$ cat src/rtl/spmv_pkg.sv
package spmv_pkg;

    typedef enum logic [2:0] {
        ST_IDLE = 3'd0,
        ST_PTR0 = 3'd1,
        ST_FILL = 3'd2,
        ST_HDR  = 3'd3,
        ST_NZ   = 3'd4,
        ST_DONE = 3'd5
    } spmv_state_e;

endpackage

$ cat src/rtl/spmv_window.sv
// Decides whether a column index falls in the cached window and gives its slot.
module spmv_window #(
    parameter int IDX_W  = 5,
    parameter int NR_W   = 6,
    parameter int BLK_LG = 2
) (
    input  logic [IDX_W-1:0]  col,
    input  logic [NR_W-1:0]   base,
    input  logic [BLK_LG:0]   len,
    output logic              hit,
    output logic [BLK_LG-1:0] slot
);
    logic [NR_W:0] col_x, lo_x, hi_x;

    always_comb begin
        col_x = (NR_W+1)'(col);
        lo_x  = (NR_W+1)'(base);
        hi_x  = lo_x + (NR_W+1)'(len);
        hit   = (col_x >= lo_x) && (col_x < hi_x);
        // windows are aligned to BLK, so the low bits index the slot
        slot  = col[BLK_LG-1:0];
    end
endmodule

$ cat src/rtl/spmv_xcache.sv
// Small register cache holding the vector entries of one row window.
module spmv_xcache #(
    parameter int W     = 16,
    parameter int DEPTH = 4,
    localparam int AW   = $clog2(DEPTH)
) (
    input  logic          clk,
    input  logic          wr_en,
    input  logic [AW-1:0] wr_slot,
    input  logic [W-1:0]  wr_data,
    input  logic [AW-1:0] rd_slot,
    output logic [W-1:0]  rd_data
);
    logic [W-1:0] ent_q [DEPTH];

    for (genvar g = 0; g < DEPTH; g++) begin : g_ent
        always_ff @(posedge clk) begin
            if (wr_en && (wr_slot == AW'(g))) begin
                ent_q[g] <= wr_data;
            end
        end
    end

    assign rd_data = ent_q[rd_slot];
endmodule

$ cat src/rtl/spmv_mac.sv
// Wrapping multiply-accumulate; the low W bits of a product do not depend on signedness.
module spmv_mac #(
    parameter int W = 16
) (
    input  logic [W-1:0] acc,
    input  logic [W-1:0] a,
    input  logic [W-1:0] b,
    output logic [W-1:0] sum
);
    logic [W-1:0] prod_lo;

    always_comb begin
        prod_lo = W'(a * b);
        sum     = acc + prod_lo;
    end
endmodule

$ cat src/rtl/spmv_csr_engine.sv
module spmv_csr_engine
    import spmv_pkg::*;
#(
    parameter int DATA_W = 16,
    parameter int IDX_W  = 5,
    parameter int NZ_W   = 8,
    parameter int BLK    = 4,
    parameter int CNT_W  = 16,
    localparam int NR_W   = IDX_W + 1,
    localparam int BLK_LG = $clog2(BLK)
) (
    input  logic              clk,
    input  logic              rst_n,
    input  logic              start,
    input  logic [NR_W-1:0]   num_rows,
    output logic              busy,
    output logic              done,
    output logic [NR_W-1:0]   rp_addr,
    input  logic [NZ_W-1:0]   rp_data,
    output logic [NZ_W-1:0]   nz_addr,
    input  logic [DATA_W-1:0] nz_val,
    input  logic [IDX_W-1:0]  nz_col,
    output logic [IDX_W-1:0]  x_addr,
    input  logic [DATA_W-1:0] x_data,
    output logic              y_valid,
    output logic [NR_W-1:0]   y_row,
    output logic [DATA_W-1:0] y_data,
    output logic [CNT_W-1:0]  hit_count,
    output logic [CNT_W-1:0]  miss_count
);

    typedef struct packed {
        spmv_state_e       st;
        logic [NR_W-1:0]   nrows;
        logic [NR_W-1:0]   row;
        logic [NR_W-1:0]   wbase;
        logic [BLK_LG:0]   wlen;
        logic [BLK_LG-1:0] fidx;
        logic [NZ_W-1:0]   ptr;
        logic [NZ_W-1:0]   pend;
        logic [DATA_W-1:0] acc;
        logic              yv;
        logic [NR_W-1:0]   yrow;
        logic [DATA_W-1:0] ydat;
        logic [CNT_W-1:0]  hits;
        logic [CNT_W-1:0]  misses;
    } regs_t;

    regs_t r_q, r_d;

    function automatic logic [BLK_LG:0] win_len(input logic [NR_W-1:0] n,
                                                input logic [NR_W-1:0] b);
        logic [NR_W-1:0] rem;
        rem = n - b;
        if (rem >= NR_W'(BLK)) return (BLK_LG+1)'(BLK);
        return rem[BLK_LG:0];
    endfunction

    // window lookup, cache and arithmetic
    logic              win_hit;
    logic [BLK_LG-1:0] win_slot;
    logic [DATA_W-1:0] cache_data;
    logic [DATA_W-1:0] x_oper;
    logic [DATA_W-1:0] mac_sum;
    logic              fill_en;

    spmv_window #(.IDX_W(IDX_W), .NR_W(NR_W), .BLK_LG(BLK_LG)) win_i (
        .col  (nz_col),
        .base (r_q.wbase),
        .len  (r_q.wlen),
        .hit  (win_hit),
        .slot (win_slot)
    );

    assign fill_en = (r_q.st == ST_FILL);

    spmv_xcache #(.W(DATA_W), .DEPTH(BLK)) cache_i (
        .clk     (clk),
        .wr_en   (fill_en),
        .wr_slot (r_q.fidx),
        .wr_data (x_data),
        .rd_slot (win_slot),
        .rd_data (cache_data)
    );

    assign x_oper = win_hit ? cache_data : x_data;

    spmv_mac #(.W(DATA_W)) mac_i (
        .acc (r_q.acc),
        .a   (nz_val),
        .b   (x_oper),
        .sum (mac_sum)
    );

    // memory addresses
    always_comb begin
        rp_addr = (r_q.st == ST_PTR0) ? '0 : r_q.row + NR_W'(1);
        nz_addr = r_q.ptr;
        x_addr  = fill_en ? IDX_W'(r_q.wbase) + IDX_W'(r_q.fidx) : nz_col;
    end

    // next-state computation
    logic              row_done;
    logic [DATA_W-1:0] row_val;
    logic [NR_W-1:0]   row_nx;

    always_comb begin
        r_d      = r_q;
        r_d.yv   = 1'b0;
        row_done = 1'b0;
        row_val  = '0;
        row_nx   = r_q.row + NR_W'(1);

        case (r_q.st)
            ST_IDLE: begin
                if (start) begin
                    r_d.st     = ST_PTR0;
                    r_d.nrows  = num_rows;
                    r_d.row    = '0;
                    r_d.wbase  = '0;
                    r_d.hits   = '0;
                    r_d.misses = '0;
                end
            end
            ST_PTR0: begin
                r_d.ptr = rp_data;
                if (r_q.nrows == '0) begin
                    r_d.st = ST_DONE;
                end else begin
                    r_d.st   = ST_FILL;
                    r_d.fidx = '0;
                    r_d.wlen = win_len(r_q.nrows, '0);
                end
            end
            ST_FILL: begin
                r_d.fidx = r_q.fidx + BLK_LG'(1);
                if ((BLK_LG+1)'(r_q.fidx) == r_q.wlen - (BLK_LG+1)'(1)) begin
                    r_d.st = ST_HDR;
                end
            end
            ST_HDR: begin
                r_d.pend = rp_data;
                r_d.acc  = '0;
                if (rp_data == r_q.ptr) begin
                    row_done = 1'b1;
                    row_val  = '0;
                end else begin
                    r_d.st = ST_NZ;
                end
            end
            ST_NZ: begin
                r_d.ptr = r_q.ptr + NZ_W'(1);
                r_d.acc = mac_sum;
                if (win_hit) r_d.hits   = r_q.hits + CNT_W'(1);
                else         r_d.misses = r_q.misses + CNT_W'(1);
                if (r_q.ptr + NZ_W'(1) == r_q.pend) begin
                    row_done = 1'b1;
                    row_val  = mac_sum;
                end
            end
            ST_DONE: begin
                r_d.st = ST_IDLE;
            end
            default: begin
                r_d.st = ST_IDLE;
            end
        endcase

        if (row_done) begin
            r_d.yv   = 1'b1;
            r_d.yrow = r_q.row;
            r_d.ydat = row_val;
            r_d.row  = row_nx;
            if (row_nx == r_q.nrows) begin
                r_d.st = ST_DONE;
            end else if (row_nx[BLK_LG-1:0] == '0) begin
                r_d.st    = ST_FILL;
                r_d.wbase = row_nx;
                r_d.fidx  = '0;
                r_d.wlen  = win_len(r_q.nrows, row_nx);
            end else begin
                r_d.st = ST_HDR;
            end
        end
    end

    always_ff @(posedge clk) begin
        if (!rst_n) r_q <= '0;
        else        r_q <= r_d;
    end

    assign busy       = (r_q.st != ST_IDLE);
    assign done       = (r_q.st == ST_DONE);
    assign y_valid    = r_q.yv;
    assign y_row      = r_q.yrow;
    assign y_data     = r_q.ydat;
    assign hit_count  = r_q.hits;
    assign miss_count = r_q.misses;

endmodule

$ cat config.mk
export PLATFORM = sky130hd
export DESIGN_NAME = spmv_csr_engine
export DESIGN_NICKNAME = d
export VERILOG_FILES = /design/src/rtl/spmv_pkg.sv /design/src/rtl/spmv_window.sv /design/src/rtl/spmv_xcache.sv /design/src/rtl/spmv_mac.sv /design/src/rtl/spmv_csr_engine.sv
export SDC_FILE = /design/constraint.sdc
export NUM_CORES = 1
export LEC_CHECK = 0
export BUFFER_PORTS_ARGS = -buffer_cell sky130_fd_sc_hd__buf_2
export CORE_AREA = 2 2 181 130
export CTS_CLUSTER_SIZE = 16
export DETAILED_ROUTE_END_ITERATION = 10
export DIE_AREA = 0 0 183 132
export GPL_ROUTABILITY_DRIVEN = 0
export PLACE_DENSITY = 0.8
export SLEW_MARGIN = 20
export SYNTH_ARGS = -nofsm -noshare
export SYNTH_HDL_FRONTEND = slang
export SYNTH_SLANG_ARGS = --single-unit
$ cat constraint.sdc
create_clock -name clk -period 13.5 [get_ports clk]
set_input_delay 1.35 -clock clk [delete_from_list [all_inputs] [get_ports clk]]
set_output_delay 1.35 -clock clk [all_outputs]
set_load 0.01 [all_outputs]
==> results of run 1 <==
[power breakdown]
group | switching (mW) | total, mW | leakage [nW] | internal [mW]
clock network | 0.237 | 0.504 | 0.299 | 0.267
logic | 0.985 | 1.72 | 4.47 | 0.736
registers | 0.0186 | 0.591 | 1.49 | 0.573
total | 1.24 | 2.82 | 6.26 | 1.58
[worst reg2reg max path, delay by kind of cell, from the launching register on]
| family | cells | cell delay (ps) |
|---|---|---|
| AND/OR/NAND/NOR | 3 | 420 |
| AO/OA/AOI/OAI | 10 | 2960 |
| multiplexers | 1 | 860 |
| adder cells (fa/ha/maj) | 10 | 3920 |
| XOR/XNOR | 2 | 400 |
| buffers and inverters | 4 | 190 |
| flip-flops | 1 | 360 |
[cell usage after synthesis, drive strengths merged, types with 2 or more instances]
cell	number	area, um2
and3	12	80.1
o21a	2	15.0
mux2i	12	120
a22oi	14	105
mux2	9	113
nor3	8	40.0
a21o	5	37.5
a221oi	6	52.6
fa	97	1940
and4	6	52.6
or3	2	12.5
buf	76	544
inv	184	691
a211oi	4	40.0
nand4	6	37.5
a21oi	57	297
ha	80	1000
nor2b	42	263
and2	42	263
or2	2	12.5
nand3	46	230
a22o	2	17.5
nand2b	15	109
nand2	161	607
mux4	17	405
nor2	95	357
xor2	47	412
xnor3	3	67.6
o21bai	6	45.0
o2bb2ai	2	23.8
nor3b	6	45.0
dfxtp	113	2260
xnor2	52	463
clkbuf	45	169
a21boi	7	52.6
o21ai	36	184
a31oi	3	33.8
nand3b	2	15.0
edfxtp	64	1920
[final cells by class]
type / instances / area, um2
multi-input cells: 922 / 7720
flip-flops and latches: 177 / 4180
repair buffers: 133 / 676
inverters: 184 / 691
fillers: 1856 / 8100
well taps: 288 / 360
clock inverters: 15 / 174
clock buffers: 17 / 425
[kinds of logic (layout without fill, tap and decap cells)]
group	Yosys count	in the layout	synth area share
and+or+nand+nor	451	451	0.163
buffers and inverters	305	349	0.106
adders and majority gates	177	177	0.221
DFF	177	177	0.315
AOI/OAI and AO/OA	154	154	0.0765
xor gates and xnor gates	102	102	0.0708
muxes	38	38	0.0480
[stage by stage]
stage	hold slack, ps	setup slack, ps	power (mW)
5_1_grt	483	3370	3.07
6_report	452	4110	2.82
4_1_cts	453	4230	2.80
3_3_place_gp	437	4090	2.23
3_5_place_dp	442	3780	2.29
2_1_floorplan	432	5070	1.89
[final timing paths]
check                to  slack, ps  cells after the start
min          y_data[11]        450                      2
max reg2reg     r_q[70]       4270                     30
min reg2reg  y_data[11]        450                      2
max             r_q[70]       4110                     28
[registers in the layout, indices dropped and copies added (netlist names)]
| signal | count |
|---|---|
| cache_i.ent_q | 64 |
| r_q | 50 |
| hit_count | 16 |
| miss_count | 16 |
| y_data | 16 |
| nz_addr | 8 |
| y_row | 6 |
| y_valid | 1 |
[routing by layer]
layer  vias up  track usage  share of wire
met5         -            0              0
met4         0       0.0618          0.013
met3        28       0.0450          0.068
met2       331        0.398           0.46
met1      4604        0.359           0.46
li1       4546            -              -
==> summary.md, run 1 <==
| Metric | Value |
|---|---|
| Number of standard cells after synthesis | 1,404 |
| Most frequent standard cell in the layout excluding fill and tap cells | inv_1 |
| Setup Fix Bufs, Post-CTS | 0 |
| TritonCTS clock tree | done |
| Dominant register cell in the synthesized netlist | dfxtp_1 |
| Total of max-cap violations | 0 |
| Share of cells above drive strength 1 | 0.141 |
| Vias in the first global route | 9,459 |
| Number of failing setup endpoints in the final timing report | 0 |
| Async set-reset flop share out of synthesis | 0 |
| Post-Place Cells | 1,704 |
| Standby leakage power | 6.26 nW |
| Boundary Pins | 130 |
| Critical path launch point | nz_col[0] |
| Total clock buffers created by CTS | 17 |
| Clk Tree Root Cell | clkbuf_16 |
| Max transition margin | 0.305 |
| Most common cell on crit path | inv_1 |
| Clk sink count | 177 |
| Maximum number of buffers from clock root to sink | 2 |
| Number of nets with antenna violations after routing | 0 |
| Detailed placer's ending HPWL | 22.3 mm |
| Hold violation count in the final report | 0 |
| Run status | finished, final reports clean |
| Synth cell types | 71 |
| Type of the worst min-delay path | reg -> reg |
| Portion of the post-synthesis area used by sequential elements | 0.315 |
| Number of buffers inserted by port buffering | 129 |
| ANT cells | 0 |
| Power density relative to cell area | 198 nW/um2 |
| Largest stage delay on the critical path | 850 ps |
| Master of the slowest instance on the critical path | mux2i_1 |
| Crit-path max FO | 23 |
| Placement Cell Area | 13,600 um2 |
| Number of synthesis warnings | 0 |
| Clock latency on the worst-skew pair | 450 ps |
| Final cell count without fillers | 1,736 |
| Fmax | 107 MHz |
| Final #Nets | 1,666 |
| Total vias in the final route | 9,509 |
| Setup TNS | 0 ps |
| Core outline area | 22,300 um2 |
| Startpoint types | input pin |
| Clock skew | 21.0 ps |
| Bufs and invs on worst path | 6 |
| Row Count | 46 |
| Layout area overhead | 6.99% |
| EDFF count, synth | 64 |
| Reg-to-reg startpoint | r_q[89] |
| Wire length of the first global-routing pass | 48.5 mm |
| Hold Crit Start | y_data[11] |
| GRT Total Usage | 0.251 |
| Die area | 24,200 um2 |
| Number of design rule violations left after detail routing | 0 |
| Height of the die | 132 um |
| Critical Path End Type | register |
| Post-DR vias/cell | 5.48 |
| Synthesized cell area | 13,300 um2 |
| Tightest Pin Transition | 1040 ps |
| Grt total ovfl | 0 |
| Wire per inst | 16.9 um |
| Die boundary width | 183 um |
| Wire length reported by the detailed router | 29.3 mm |
| Share of the clock period used by the worst path after layout | 0.695 |
| Classification of the worst setup path | in -> reg |
| Setup repair after global routing missed its margin | no |
| Data required time at the worst endpoint | 13,840 ps |
| Data arrival time of the critical path | 9730 ps |
| Syn Area/Cell | 9.47 um2 |
| CTS hold repair buffers | 0 |
| Fin. max-slew vios | 0 |
| Finished layout cell area | 14,200 um2 |
| Layout Utilization | 0.637 |
| Worst VDD drop | 0.213 mV |
| Largest net degree at the start of global routing | 39 |
| Number of gates resized after cts | 0 |
| Highest-count cells in the layout ignoring fill and taps | 183 x inv_1, 160 x nand2_1, 129 x buf_2, 113 x dfxtp_1, 97 x fa_1 |
| Initial antenna violation count | 0 |
| Initial Util | 0.596 |
| Clock input transition at the sequential cells of the worst setup and hold paths | 70 ps |
| Clock period minus final worst setup slack | 9390 ps |
| Register bit total from synthesis | 177 |
| Cell type group with the largest total delay on the critical path | adder cells |
| H-tree levels | 4 |
| Drt pass-1 iters | 5 |
| Syn nets | 1,635 |
| Number of DRC violations after detailed-routing iteration 0 | 828 |
Power figures use the tool's default switching activity.
==> run 2: changes to the inputs <==
==> constraint.sdc (replaced) <==
create_clock -name clk -period 9.65 [get_ports clk]
set_input_delay 0.965 -clock clk [delete_from_list [all_inputs] [get_ports clk]]
set_output_delay 0.965 -clock clk [all_outputs]
set_load 0.01 [all_outputs]
==> summary.md, run 2 (same netlist as run 1, synthesis figures left out) <==
| Metric | Value |
|---|---|
| Wire per inst | 17.4 um (was 16.9 um) |
| Most common cell on crit path | fa_1 (was inv_1) |
| Number of failing setup endpoints in the final timing report | 0 (unchanged) |
| Global routing usage on met1 | 0.356 (was 0.359) |
| Share of the clock period used by the worst path after layout | 0.876 |
| Tightest Pin Transition | 1100 ps (was 1040 ps) |
| Worst VDD drop | 0.359 mV (was 0.213 mV) |
| Classification of the worst setup path | reg -> reg (was in -> reg) |
| Clock period minus final worst setup slack | 8450 ps |
| Switching Share | 0.437 (was 0.441) |
| Capture instance of the worst register-to-register path | r_q[70] (unchanged) |
| Final #Nets | 1,670 (was 1,666) |
| Die boundary width | 183 um (unchanged) |
| Setup Fix Bufs, Post-CTS | 0 (unchanged) |
| Global routing met2 resource utilization | 0.410 (was 0.398) |
| Power density relative to cell area | 275 nW/um2 (was 198 nW/um2) |
| CTS hold repair buffers | 0 (unchanged) |
| Clk sink count | 177 (unchanged) |
| Startpoint types | register (was input pin) |
| Gr busiest metal | met2 (unchanged) |
| Wire length of the first global-routing pass | 48.9 mm (was 48.5 mm) |
| Post-Place Cells | 1,708 (was 1,704) |
| Most frequent standard cell in the layout excluding fill and tap cells | inv_1 (unchanged) |
| Height of the die | 132 um (unchanged) |
| Largest net degree at the start of global routing | 39 (unchanged) |
| Max FFs per register | 64 (unchanged) |
| Setup repair after global routing missed its margin | no (unchanged) |
| Clock input transition at the sequential cells of the worst setup and hold paths | 70 ps (about the same) |
| H-tree levels | 4 (unchanged) |
| TritonCTS clock tree | done (unchanged) |
| Maximum number of buffers from clock root to sink | 2 (unchanged) |
| Detailed placer's ending HPWL | 22.8 mm (was 22.3 mm) |
| R2R setup slack | 1200 ps (was 4270 ps) |
| Critical Path End Type | register (unchanged) |
| Layout area overhead | 7.05% (was 6.99%) |
| GRT Total Usage | 0.257 (was 0.251) |
| Hold violation count in the final report | 0 (unchanged) |
| Standby leakage power | 6.27 nW (was 6.26 nW) |
| Largest stage delay on the critical path | 550 ps (was 850 ps) |
| Number of DRC violations after detailed-routing iteration 0 | 849 (was 828) |
| Vias in the first global route | 9,627 (was 9,459) |
| Number of gates resized after cts | 0 (unchanged) |
| Fmax | 118 MHz |
| Boundary Pins | 130 (unchanged) |
| Critical path launch point | r_q[89] (was nz_col[0]) |
| Share of cells above drive strength 1 | 0.143 (was 0.141) |
| Die area | 24,200 um2 (unchanged) |
| Drt pass-1 iters | 5 (unchanged) |
| Final cell count without fillers | 1,740 (was 1,736) |
| Fin. max-slew vios | 0 (unchanged) |
| Data required time at the worst endpoint | 9990 ps (was 13,840 ps) |
| Number of design rule violations left after detail routing | 0 (unchanged) |
| Core outline area | 22,300 um2 (unchanged) |
| Final critical-path setup slack | 1200 ps (was 4110 ps) |
| Most flop-heavy register | cache_i.ent_q (unchanged) |
| Max transition margin | 0.267 (was 0.305) |
| Number of nets with antenna violations after routing | 0 (unchanged) |
| Initial Util | 0.596 (unchanged) |
| Initial antenna violation count | 0 (unchanged) |
| Crit-path max FO | 14 (was 23) |
| Switching power of the nets | 1.71 mW (was 1.24 mW) |
| Total of max-cap violations | 0 (unchanged) |
| ANT cells | 0 (unchanged) |
| Internal power consumption | 2.21 mW (was 1.58 mW) |
| GRT met3 Usage | 0.0528 (was 0.0450) |
| Largest registers in the final layout | cache_i.ent_q (64), r_q (50) (unchanged) |
| Type of the worst min-delay path | reg -> reg (unchanged) |
| Critical path destination | r_q[70] (unchanged) |
| Setup TNS | 0 ps (unchanged) |
| Count of cells along the worst register-to-register path | 31 (was 30) |
| Row Count | 46 (unchanged) |
| Total vias in the final route | 9,623 (was 9,509) |
| Total clock buffers created by CTS | 17 (unchanged) |
| Data arrival time of the critical path | 8790 ps (was 9730 ps) |
| Pre-CTS worst setup slack | 908 ps (was 3780 ps) |
| Clock group share of total power | 0.174 (was 0.179) |
| Run status | finished, final reports clean (unchanged) |
| Clock skew | 11.1 ps (was 21.0 ps) |
| Post-DR vias/cell | 5.53 (was 5.48) |
| Clk Tree Root Cell | clkbuf_16 (unchanged) |
| Wire length reported by the detailed router | 30.3 mm (was 29.3 mm) |
| Number of buffers inserted by port buffering | 129 (unchanged) |
| Share of power burned in registers | 0.211 (was 0.210) |
| Reg-to-reg startpoint | r_q[89] (unchanged) |
| Grt total ovfl | 0 (unchanged) |
| Highest-count cells in the layout ignoring fill and taps | 183 x inv_1, 160 x nand2_1, 129 x buf_2, 113 x dfxtp_1, 97 x fa_1 (unchanged) |
| Combinational share of power | 0.615 (was 0.611) |
| Clock latency on the worst-skew pair | 440 ps (was 450 ps) |
| Master of the slowest instance on the critical path | fa_1 (was mux2i_1) |
==> run 2: per-stage QoR <==
stage,instance area (um2),power [mW],hold slack [ps],util
6_report,14200,3.92,449,0.638
5_1_grt,14200,4.28,479,0.638
4_1_cts,14200,3.91,453,0.638
3_5_place_dp,13700,3.21,443,0.612
3_3_place_gp,13700,3.12,439,0.612
2_1_floorplan,13300,2.64,432,-
==> run 2: per-layer routing <==
layer  part of all wire  vias up
met4              0.022        0
li1                   -     4558
met2               0.46      312
met1               0.45     4708
met5                  0        -
met3              0.062       45
==> run 2: critical path: cells and delay by family (launching register included) <==
family                   cells  cell delay (ps)
adder cells (fa/ha/maj)     10             4040
buffers and inverters        5              850
AO/OA/AOI/OAI               10             2250
multiplexers                 1              230
flip-flops                   1              360
XOR/XNOR                     2              270
AND/OR/NAND/NOR              3              340
==> run 2: power groups by stage <==
stage	sequential (mW)	combinational (mW)	clock (mW)
global route	0.831	2.73	0.720
global placement	0.842	2.27	0
floorplan	0.832	1.81	0
finish	0.828	2.41	0.683
detailed placement	0.844	2.36	0
CTS	0.827	2.39	0.690
==> run 2: layout make-up <==
cell class / count / area [um2]
multi-input cells: 922 / 7720
fillers: 1801 / 8090
flip-flops and latches: 177 / 4180
clock inverters: 15 / 155
repair buffers: 137 / 706
well taps: 288 / 360
inverters: 184 / 691
clock buffers: 17 / 425
==> run 2: how the worst min path moves through the flow <==
stage | cells past startpoint | startpoint | slack (ps) | end
after floorplan | 2 | y_row[5] | 430 | y_row[5]
after global placement | 2 | y_data[8] | 440 | y_data[8]
after detailed placement | 2 | y_data[11] | 440 | y_data[11]
after CTS | 2 | y_data[11] | 450 | y_data[11]
after global routing | 2 | y_data[10] | 480 | y_data[10]
final | 2 | y_data[10] | 450 | y_data[10]
==> run 3: changes to the inputs <==
--- a/config.mk
+++ b/config.mk
@@ -7,6 +7,7 @@
 export LEC_CHECK = 0
 export BUFFER_PORTS_ARGS = -buffer_cell sky130_fd_sc_hd__buf_2
 export CORE_AREA = 2 2 181 130
+export CTS_BUF_LIST = sky130_fd_sc_hd__clkbuf_8
 export CTS_CLUSTER_SIZE = 16
 export DETAILED_ROUTE_END_ITERATION = 10
 export DIE_AREA = 0 0 183 132
==> summary.md, run 3 (same netlist as run 1, synthesis figures left out) <==
| Metric | Value |
|---|---|
| Total vias in the final route | 9,676 (was 9,623) |
| Largest registers in the final layout | cache_i.ent_q (64), r_q (50) (unchanged) |
| Most frequent standard cell in the layout excluding fill and tap cells | inv_1 (unchanged) |
| Number of buffers inserted by port buffering | 129 (unchanged) |
| Initial Util | 0.596 (unchanged) |
| Master of the slowest instance on the critical path | fa_1 (unchanged) |
| Standby leakage power | 6.18 nW (was 6.27 nW) |
| Number of gates resized after cts | 0 (unchanged) |
| Hold Crit Start | y_data[10] (unchanged) |
| Final #Nets | 1,670 (unchanged) |
| Type of the worst min-delay path | reg -> reg (unchanged) |
| Largest stage delay on the critical path | 550 ps (about the same) |
| Layout area overhead | 5.61% (was 7.05%) |
| Number of DRC violations after detailed-routing iteration 0 | 788 (was 849) |
| Met1 wire length | 13.6 mm (was 13.7 mm) |
| Wire length of the first global-routing pass | 48.4 mm (was 48.9 mm) |
| Pre-CTS worst setup slack | 908 ps (unchanged) |
| Setup Fix Bufs, Post-CTS | 0 (unchanged) |
| Setup TNS | 0 ps (unchanged) |
| Initial antenna violation count | 0 (unchanged) |
| Fmax | 119 MHz (was 118 MHz) |
| Reg-to-reg startpoint | r_q[89] (unchanged) |
| TritonCTS clock tree | done (unchanged) |
| Total of max-cap violations | 0 (unchanged) |
| Clock latency on the worst-skew pair | 480 ps (was 440 ps) |
| Share of cells above drive strength 1 | 0.143 (unchanged) |
| Detailed placer's ending HPWL | 22.8 mm (unchanged) |
| Setup repair after global routing missed its margin | no (unchanged) |
| Top Layer Used | met4 (unchanged) |
| ANT cells | 0 (unchanged) |
| Hold violation count in the final report | 0 (unchanged) |
| Data arrival time of the critical path | 8810 ps (was 8790 ps) |
| Max FFs per register | 64 (unchanged) |
| Max transition margin | 0.245 (was 0.267) |
| Number of failing setup endpoints in the final timing report | 0 (unchanged) |
| Clock period minus final worst setup slack | 8430 ps (was 8450 ps) |
| Data required time at the worst endpoint | 10,040 ps (was 9990 ps) |
| Largest net degree at the start of global routing | 39 (unchanged) |
| Placement Cell Area | 13,700 um2 (unchanged) |
| Startpoint types | register (unchanged) |
| Critical Path End Type | register (unchanged) |
| Wire length reported by the detailed router | 29.8 mm (was 30.3 mm) |
| Classification of the worst setup path | reg -> reg (unchanged) |
| Clock skew | 22.4 ps (was 11.1 ps) |
| Hold Worst Slack | 452 ps (was 449 ps) |
| Drt pass-1 iters | 5 (unchanged) |
| Finished layout cell area | 14,000 um2 (was 14,200 um2) |
| Final critical-path setup slack | 1220 ps (was 1200 ps) |
| Worst VDD drop | 0.345 mV (was 0.359 mV) |
| CTS hold repair buffers | 0 (unchanged) |
| Wire per inst | 17.1 um (was 17.4 um) |
| Clock input transition at the sequential cells of the worst setup and hold paths | 110 ps (was 70 ps) |
| H-tree levels | 4 (unchanged) |
| Number of nets with antenna violations after routing | 0 (unchanged) |
| Height of the die | 132 um (unchanged) |
| Number of design rule violations left after detail routing | 0 (unchanged) |
| GRT Total Usage | 0.253 (was 0.257) |
| Grt total ovfl | 0 (unchanged) |
| Share of the clock period used by the worst path after layout | 0.873 (was 0.876) |
| Post-Place Cells | 1,708 (unchanged) |
| Power density relative to cell area | 265 nW/um2 (was 275 nW/um2) |
| Layout Utilization | 0.629 (was 0.638) |
| Die area | 24,200 um2 (unchanged) |
| Total met3 wirelength after detailed routing | 1.99 mm (was 1.88 mm) |
| Final cell count without fillers | 1,740 (unchanged) |
| Row Count | 46 (unchanged) |
| Clk Tree Root Cell | clkbuf_8 (was clkbuf_16) |
| Tightest Pin Transition | 1130 ps (was 1100 ps) |
| Vias in the first global route | 9,514 (was 9,627) |
| Die boundary width | 183 um (unchanged) |
| Run status | finished, final reports clean (unchanged) |
| WL met2 | 13.6 mm (was 14.0 mm) |
| Fin. max-slew vios | 0 (unchanged) |
| Core outline area | 22,300 um2 (unchanged) |
| Power Total | 3.73 mW (was 3.92 mW) |
| Most flop-heavy register | cache_i.ent_q (unchanged) |
| Crit-path max FO | 14 (unchanged) |
| Boundary Pins | 130 (unchanged) |
| Post-DR vias/cell | 5.56 (was 5.53) |
| Maximum number of buffers from clock root to sink | 2 (unchanged) |
| Clk sink count | 177 (unchanged) |
| Highest-count cells in the layout ignoring fill and taps | 183 x inv_1, 160 x nand2_1, 129 x buf_2, 113 x dfxtp_1, 97 x fa_1 (unchanged) |
| Total clock buffers created by CTS | 17 (unchanged) |
| Critical path launch point | r_q[89] (unchanged) |
-- run 3: path summary, 6_finish.rpt --
kind / to / slack (ps) / cells after the start
hold reg to reg: y_data[10] / 450 / 2
setup / recovery: r_q[70] / 1220 / 30
hold / removal: y_data[10] / 450 / 2
setup reg to reg: r_q[70] / 1220 / 30
-- run 3: worst max-delay path, delay by kind of cell (launching register included) --
| kind | cells | cell delay (ps) |
|---|---|---|
| buffers and inverters | 3 | 430 |
| multiplexers | 1 | 450 |
| adder cells (fa/ha/maj) | 9 | 3860 |
| AND/OR/NAND/NOR | 3 | 380 |
| AO/OA/AOI/OAI | 5 | 1090 |
| flip-flops | 1 | 370 |
| XOR/XNOR | 9 | 1760 |
-- run 3: final cells by class --
cell class                      instances  area, um2
Clock buffer                           17        234
Clock inverter                         15        155
Fill cell                            1831       8280
Inverter                              184        691
Multi-Input combinational cell        922       7720
Sequential cell                       177       4180
Tap cell                              288        360
Timing Repair Buffer                  137        706
-- run 3: report_power, final --
group / switching [mW] / total, mW / internal [mW] / leakage (nW)
Sequential: 0.0262 / 0.828 / 0.801 / 1.49
Combinational: 1.33 / 2.39 / 1.06 / 4.49
Clock: 0.316 / 0.511 / 0.195 / 0.201
Total: 1.67 / 3.73 / 2.06 / 6.18
-- run 3: metal layers --
layer / global-route usage / vias up
met5: 0 / -
met3: 0.0434 / 45
met1: 0.359 / 4753
met4: 0.0773 / 0
met2: 0.399 / 325
li1: - / 4553
